`config.mk`:
```
export PLATFORM = sky130hd
export DESIGN_NAME = emg_override
export DESIGN_NICKNAME = d
export VERILOG_FILES = /design/src/rtl/emg_pkg.sv /design/src/rtl/emg_sync.sv /design/src/rtl/emg_edge.sv /design/src/rtl/emg_flag_ctl.sv /design/src/rtl/emg_pin_mux.sv /design/src/rtl/emg_override.sv
export SDC_FILE = /design/constraint.sdc
export NUM_CORES = 1
export LEC_CHECK = 0
export ABC_AREA = 1
export BUFFER_PORTS_ARGS = -buffer_cell sky130_fd_sc_hd__buf_2
export CAP_MARGIN = 10
export CORE_AREA = 3 3 40 42
export CTS_BUF_LIST = sky130_fd_sc_hd__clkbuf_8
export CTS_CLUSTER_DIAMETER = 80
export DETAILED_ROUTE_END_ITERATION = 8
export DIE_AREA = 0 0 43 45
export HOLD_SLACK_MARGIN = 0.15
export PLACE_DENSITY = 0.71
export REMOVE_ABC_BUFFERS = 1
export SLEW_MARGIN = 5
export SYNTH_ARGS = -nofsm -noshare
export SYNTH_HDL_FRONTEND = slang
export SYNTH_SLANG_ARGS = --single-unit
```
`constraint.sdc`:
```
create_clock -name clk -period 1.1 [get_ports clk]
set_input_delay 0.165 -clock clk [delete_from_list [all_inputs] [get_ports clk]]
set_output_delay 0.165 -clock clk [all_outputs]
set_load 0.02 [all_outputs]
```
`src/rtl/emg_pkg.sv`:
```
package emg_pkg;
    localparam int SYNC_STAGES = 2;

    typedef struct packed {
        logic prev;
        logic primed;
    } edge_st_t;

    typedef struct packed {
        logic flag;
    } flag_st_t;
endpackage

```
`src/rtl/emg_sync.sv`:
```
module emg_sync #(
    parameter int STAGES = emg_pkg::SYNC_STAGES
) (
    input  logic clk,
    input  logic rst_n,
    input  logic d,
    output logic q,
    output logic q_vld
);
    typedef struct packed {
        logic [STAGES-1:0] chain;
        logic [STAGES-1:0] vld;
    } sync_st_t;

    sync_st_t s_d, s_q;

    always_comb begin
        s_d       = s_q;
        s_d.chain = {s_q.chain[STAGES-2:0], d};
        s_d.vld   = {s_q.vld[STAGES-2:0], 1'b1};
    end

    always_ff @(posedge clk or negedge rst_n) begin
        if (!rst_n) s_q <= '0;
        else        s_q <= s_d;
    end

    assign q     = s_q.chain[STAGES-1];
    assign q_vld = s_q.vld[STAGES-1];
endmodule

```
`src/rtl/emg_edge.sv`:
```
module emg_edge (
    input  logic clk,
    input  logic rst_n,
    input  logic d,
    input  logic d_vld,
    input  logic pol_low,
    output logic hit
);
    import emg_pkg::*;

    edge_st_t e_d, e_q;
    logic     act_now, act_prev;

    always_comb begin
        act_now  = d ^ pol_low;
        act_prev = e_q.prev ^ pol_low;
        hit      = e_q.primed & d_vld & act_now & ~act_prev;
        e_d      = e_q;
        if (d_vld) begin
            e_d.prev   = d;
            e_d.primed = 1'b1;
        end
    end

    always_ff @(posedge clk or negedge rst_n) begin
        if (!rst_n) e_q <= '0;
        else        e_q <= e_d;
    end
endmodule

```
`src/rtl/emg_flag_ctl.sv`:
```
module emg_flag_ctl (
    input  logic clk,
    input  logic rst_n,
    input  logic set,
    input  logic clr,
    output logic flag
);
    import emg_pkg::*;

    flag_st_t f_d, f_q;

    always_comb begin
        f_d = f_q;
        if (set)      f_d.flag = 1'b1;
        else if (clr) f_d.flag = 1'b0;
    end

    always_ff @(posedge clk or negedge rst_n) begin
        if (!rst_n) f_q <= '0;
        else        f_q <= f_d;
    end

    assign flag = f_q.flag;
endmodule

```
`src/rtl/emg_pin_mux.sv`:
```
module emg_pin_mux #(
    parameter int N_OUT = 8
) (
    input  logic             flag,
    input  logic [N_OUT-1:0] en_mask,
    input  logic [N_OUT-1:0] safe_lvl,
    input  logic [N_OUT-1:0] norm_out,
    output logic [N_OUT-1:0] pin_out
);
    for (genvar i = 0; i < N_OUT; i++) begin : g_pin
        logic take_safe;
        always_comb begin
            take_safe  = flag & en_mask[i];
            pin_out[i] = take_safe ? safe_lvl[i] : norm_out[i];
        end
    end
endmodule

```
`src/rtl/emg_override.sv`:
```
module emg_override #(
    parameter int N_OUT = 8
) (
    input  logic             clk,
    input  logic             rst_n,
    input  logic             emg_in,
    input  logic             pol_sel,
    input  logic             path_sel,
    input  logic [N_OUT-1:0] en_mask,
    input  logic [N_OUT-1:0] safe_lvl,
    input  logic             flag_clr,
    input  logic [N_OUT-1:0] norm_out,
    output logic [N_OUT-1:0] pin_out,
    output logic             emg_flag
);
    logic sync_q, sync_vld;
    logic hit_dir, hit_sync, hit_sel;

    emg_sync #(.STAGES(emg_pkg::SYNC_STAGES)) u_sync (
        .clk(clk), .rst_n(rst_n), .d(emg_in), .q(sync_q), .q_vld(sync_vld)
    );

    emg_edge u_edge_dir (
        .clk(clk), .rst_n(rst_n), .d(emg_in), .d_vld(1'b1),
        .pol_low(pol_sel), .hit(hit_dir)
    );

    emg_edge u_edge_sync (
        .clk(clk), .rst_n(rst_n), .d(sync_q), .d_vld(sync_vld),
        .pol_low(pol_sel), .hit(hit_sync)
    );

    assign hit_sel = path_sel ? hit_sync : hit_dir;

    emg_flag_ctl u_flag (
        .clk(clk), .rst_n(rst_n), .set(hit_sel), .clr(flag_clr), .flag(emg_flag)
    );

    emg_pin_mux #(.N_OUT(N_OUT)) u_mux (
        .flag(emg_flag), .en_mask(en_mask), .safe_lvl(safe_lvl),
        .norm_out(norm_out), .pin_out(pin_out)
    );
endmodule

```
# Word level (Yosys, flattened, before mapping)
# Cells that the tools add are included.
[totals]
wordCells = 38
regBits = 9
output_inout_bits = 9
[classes]
n_bitwise = 19
mux = 11
n_reduce_logical = 1
[ops]
columns = ["operator", "n"]
rows = [
  ["AND 1 bit", 13],
  ["2-to-1 mux 1 bit", 11],
  ["XOR 1 bit", 4],
  ["NOT 1 bit", 2],
  ["nonzero test 2 bit", 1],
]

# Logic depth before layout (Yosys ltp)
[depth]
ltp_word = 5
depth_mapped = 5
mapped_depth_nobuf = 5

# Modules after synthesis
# Synthesis repeated with hierarchy kept, for this count alone.
[hier_totals]
cells_unflattened = 79
area_unflattened_um2 = 549.3
[modules_own_cells]
columns = ["module", "area_each_um2", "seq_area_each_um2", "n_inst", "cells_per_inst"]
rows = [
  ["emg_edge", 102.6, 50.0, 2, 15],
  ["emg_pin_mux", 181.4, 0.0, 1, 34],
  ["emg_sync", 103.8, 100.1, 1, 5],
  ["emg_flag_ctl", 40.0, 25.0, 1, 5],
  ["emg_override", 18.8, 0.0, 1, 5],
]

# Worst setup path before layout
# Ideal clock, no wire load.
[synth_timing]
path_kind = "reg-to-output"
from = "reg u_flag.f_q, in the netlist u_flag.flag"
to = "out pin_out[3]"
path_slack_ns = -0.212
arrival_time_ns = 1.147
required_ns = 0.935
stages_incl_launch_ff = 4
cell_sequence = "dfrtp_1 -> buf_6 -> buf_8 -> a31oi_1"
[synth_via]
elab_chain_cells = 2
[synth_rtl]
columns = ["element", "line", "source"]
rows = [
  ["start: declaration", "emg_flag_ctl.sv:10", "flag_st_t f_d, f_q;"],
  ["start signal: assignment", "emg_flag_ctl.sv:19", "if (!rst_n) f_q <= '0;"],
  ["start signal: assignment", "emg_flag_ctl.sv:20", "else f_q <= f_d;"],
  ["AND 1 bit", "emg_pin_mux.sv:13", "take_safe = flag & en_mask[i];"],
  ["2-to-1 mux 1 bit", "emg_pin_mux.sv:14", "pin_out[i] = take_safe ? safe_lvl[i] : norm_out[i];"],
  ["end: declaration", "emg_override.sv:13", "output logic [N_OUT-1:0] pin_out,"],
]
# Every way passes these cells.

# Worst setup path after layout
[layout_timing]
from = "reg u_flag.f_q, in the netlist u_flag.flag"
to = "out pin_out[7]"
# The elaborated chain is that of the path after synthesis.

==> impl_metrics.csv <==
group,metric,value,unit
run_status,outcome,"finished, violations left",
run_status,violations,"negative setup slack",
route,route.met2.wl,593,um
critical_path,r2r_end,"u_flag.flag",
route,routedWlPerCell,11.2,um
final_layout,syn_to_final_growth,88.2,%
cts,clk_pin_slew,40,ps
synthesis,synth_area_leader_cell,"dfrtp_1",
final_layout,nFillCells,106,
sta,hold_viol_final,0,
synthesis,synth_common_cells,"inv_1, a31oi_1, nand2_1",
global_routing,grt_usage,0.132,
power_and_ir_drop,pwr_density_cell,1200,nW/um^2
critical_path,cp_data_required_time,940,ps
floorplan,die_w,43,um
flow_run,maxCapViolCount,0,
synthesis,yosysUniqueCellTypes,13,
final_layout,final_nets,134,
synthesis,syn_avg_cell_area,7.44,um^2
critical_path,arrival,1200,ps
critical_path,crit_fanout,7,
placed_design,pre_cts_ws,-126,ps
critical_path,critPathLaunchType,"register",
critical_path,r2r_start,"u_flag.flag",
global_routing,grt_max_degree,9,
cts,cts.sinks,7,
critical_path,worstSetupPathType,"reg2out",
cts,cts_tree,"done",
critical_path,crit_path_start,"u_flag.flag",
cts,root_buffer,"clkbuf_8",
sta,period_needed,1360,ps
route,wl_met1,500,um
floorplan,die-area,1940,um^2
global_routing,grt_pass1_vias,485,
synthesis,seq_area_frac_synth,0.413,
sta,skew,1.35,ps
final_layout,antennaDiodeCount,0,
min_path,min_path_type,"in2reg",
route,via_per_inst,4.62,
synthesis,synth_edf_count,0,
route,vias,545,
placed_design,port_buffers,38,
sta,setup-tns-final,-1660,ps
critical_path,r2r_cells,3,
route,wl_met3,216,um
sta,rsz0062_at_grt,"yes",
floorplan,ios,39,
cts,clk_path_buf_depth,2,
global_routing,grt_pass1_wl,1870,um
floorplan,core-area,1280,um^2
floorplan,num_rows,13,
route,routed_wl,1320,um
synthesis,synth_top_area_share,0.413,
cts,h-tree-depth,1,
critical_path,critPathCapture,"pin_out[7]",
global_routing,grt_overflow,0,
sta,fmax,734,MHz
global_routing,antenna_found_initial,0,
floorplan,start_util,0.330,
synthesis,ys.warnings.count,0,
synthesis,synthMostInstantiatedCell,"inv_1",
cts,cts_buffers,3,
synthesis,ys_async_sr_fraction,1.00,
power_and_ir_drop,vdd_ir_drop_max,0.776,mV
critical_path,regToRegSetupSlack,240,ps
synthesis,ys.flop_type,"dfrtp_1",
critical_path,end_kind,"primary output",
synthesis,syn_area,424,um^2
final_layout,drive_above_1_share,0.534,
sta,setup_violations,9,
synthesis,synth_area_leaders,"dfrtp_1, inv_1, a31oi_1, a21oi_1, nand2_1",
power_and_ir_drop,leakage,0.441,nW
route,antenna_left,0,
route,drt_iter0_markers,2,
floorplan,die_h,45,um
sta,maxSlewViolCount,0,
route,remaining_drc_errors,0,
sta,fin_crit_sh,1.24,
route,dr.pass1.iters,4,
synthesis,synth-seq-cells,7,
synthesis,synth_cells,57,
sta,fin_ws,-263,ps
cts,clkLatencyLatePin,230,ps
placed_design,dpl.hpwl,864,um
route,routed.top_layer,"met4",
placed_design,place_congestion,0.743,
state kept, by name, indices dropped and copies added, names as in the netlist:
register	cells
u_flag.flag	1
u_sync.s_d	2
u_sync.q	1
u_edge_sync.e_q	2
u_sync.q_vld	1
worst max-delay path, cell delays in order, from the launching register on:
cell and delay (ps):
dfrtp_2 420, buf_12 140, buf_8 120, a31oi_4 120, buf_4 160
cells in the final DEF, fill, tap and decap left out:
cell           instances
inv_1                 15
buf_12                 1
dfrtp_1                6
nor2_1                 3
nand2_1                8
dlygate4sd3_1          2
buf_4                  7
a21oi_2                5
dfrtp_2                1
buf_6                  1
nand3_1                3
a21oi_1                2
o21ai_1                1
or2_2                  1
o21ai_0                1
a31oi_1                6
conb_1                 1
a31oi_4                2
clkbuf_8               3
a21oi_4                1
buf_8                  1
buf_2                 32
how the worst min path moves through the flow:
stage,start,end,depth (start not counted)
finish,flag_clr,u_flag.flag,4
CTS,flag_clr,u_flag.flag,4
floorplan,rst_n,u_edge_sync.e_q[0],0
global route,flag_clr,u_flag.flag,4
detailed placement,rst_n,u_sync.s_d[3],1
global placement,rst_n,u_sync.s_d[3],1
cells by family (layout without fill, tap and decap cells):
| group | Yosys count | count (layout) | share of synthesized area |
|---|---|---|---|
| AO/OA/AOI/OAI | 18 | 18 | 0.245 |
| buffers and inverters | 16 | 62 | 0.186 |
| AND/OR/NAND/NOR | 15 | 15 | 0.147 |
| flip-flops | 7 | 7 | 0.413 |
| other | 1 | 1 | 0.00884 |
power by group:
| group | total [W] | switching (W) | internal, W | leakage, nW |
|---|---|---|---|---|
| clock network | 0.000351 | 0.000110 | 0.000241 | 0.0269 |
| logic | 0.000318 | 0.000159 | 0.000159 | 0.335 |
| registers | 0.000288 | 0.0000129 | 0.000275 | 0.0791 |
through the flow:
stage          cells  power (W)  hold slack [ps]   util  instance area, um^2
5_1_grt          118    0.00100              251  0.621                  798
3_3_place_gp     109   0.000502             2.26  0.478                  614
6_report         118   0.000957              201  0.621                  798
4_1_cts          118   0.000919              202  0.572                  734
3_5_place_dp     109   0.000506             4.29  0.478                  614
2_1_floorplan     55   0.000398             -131      -                  398
layout make-up:
type / instances / area, um^2 / area share
repair buffers: 44 / 279 / 0.350
well taps: 15 / 18.8 / 0.0235
inverters: 14 / 52.6 / 0.0658
clock buffers: 3 / 41.3 / 0.0517
flip-flops and latches: 7 / 176 / 0.221
clock inverters: 1 / 3.75 / 0.00470
multi-input cells: 34 / 226 / 0.284
timing repair:
| item | in CTS | in global routing |
|---|---|---|
| setup endpoints to repair | 9 | 10 |
| pin swaps | 0 | 3 |
| hold buffers | 2 | 0 |
| endpoints found under the hold margin | 8 | 0 |
| resized for setup | 8 | 13 |
| buffers inserted | 3 | 0 |
routing by layer:
metal | up-vias | global-route usage
met3 | 2 | 0.0518
met1 | 230 | 0.139
met5 | - | 0
met4 | 0 | 0.0723
li1 | 273 | -
met2 | 40 | 0.228
Power figures use the tool's default switching activity.
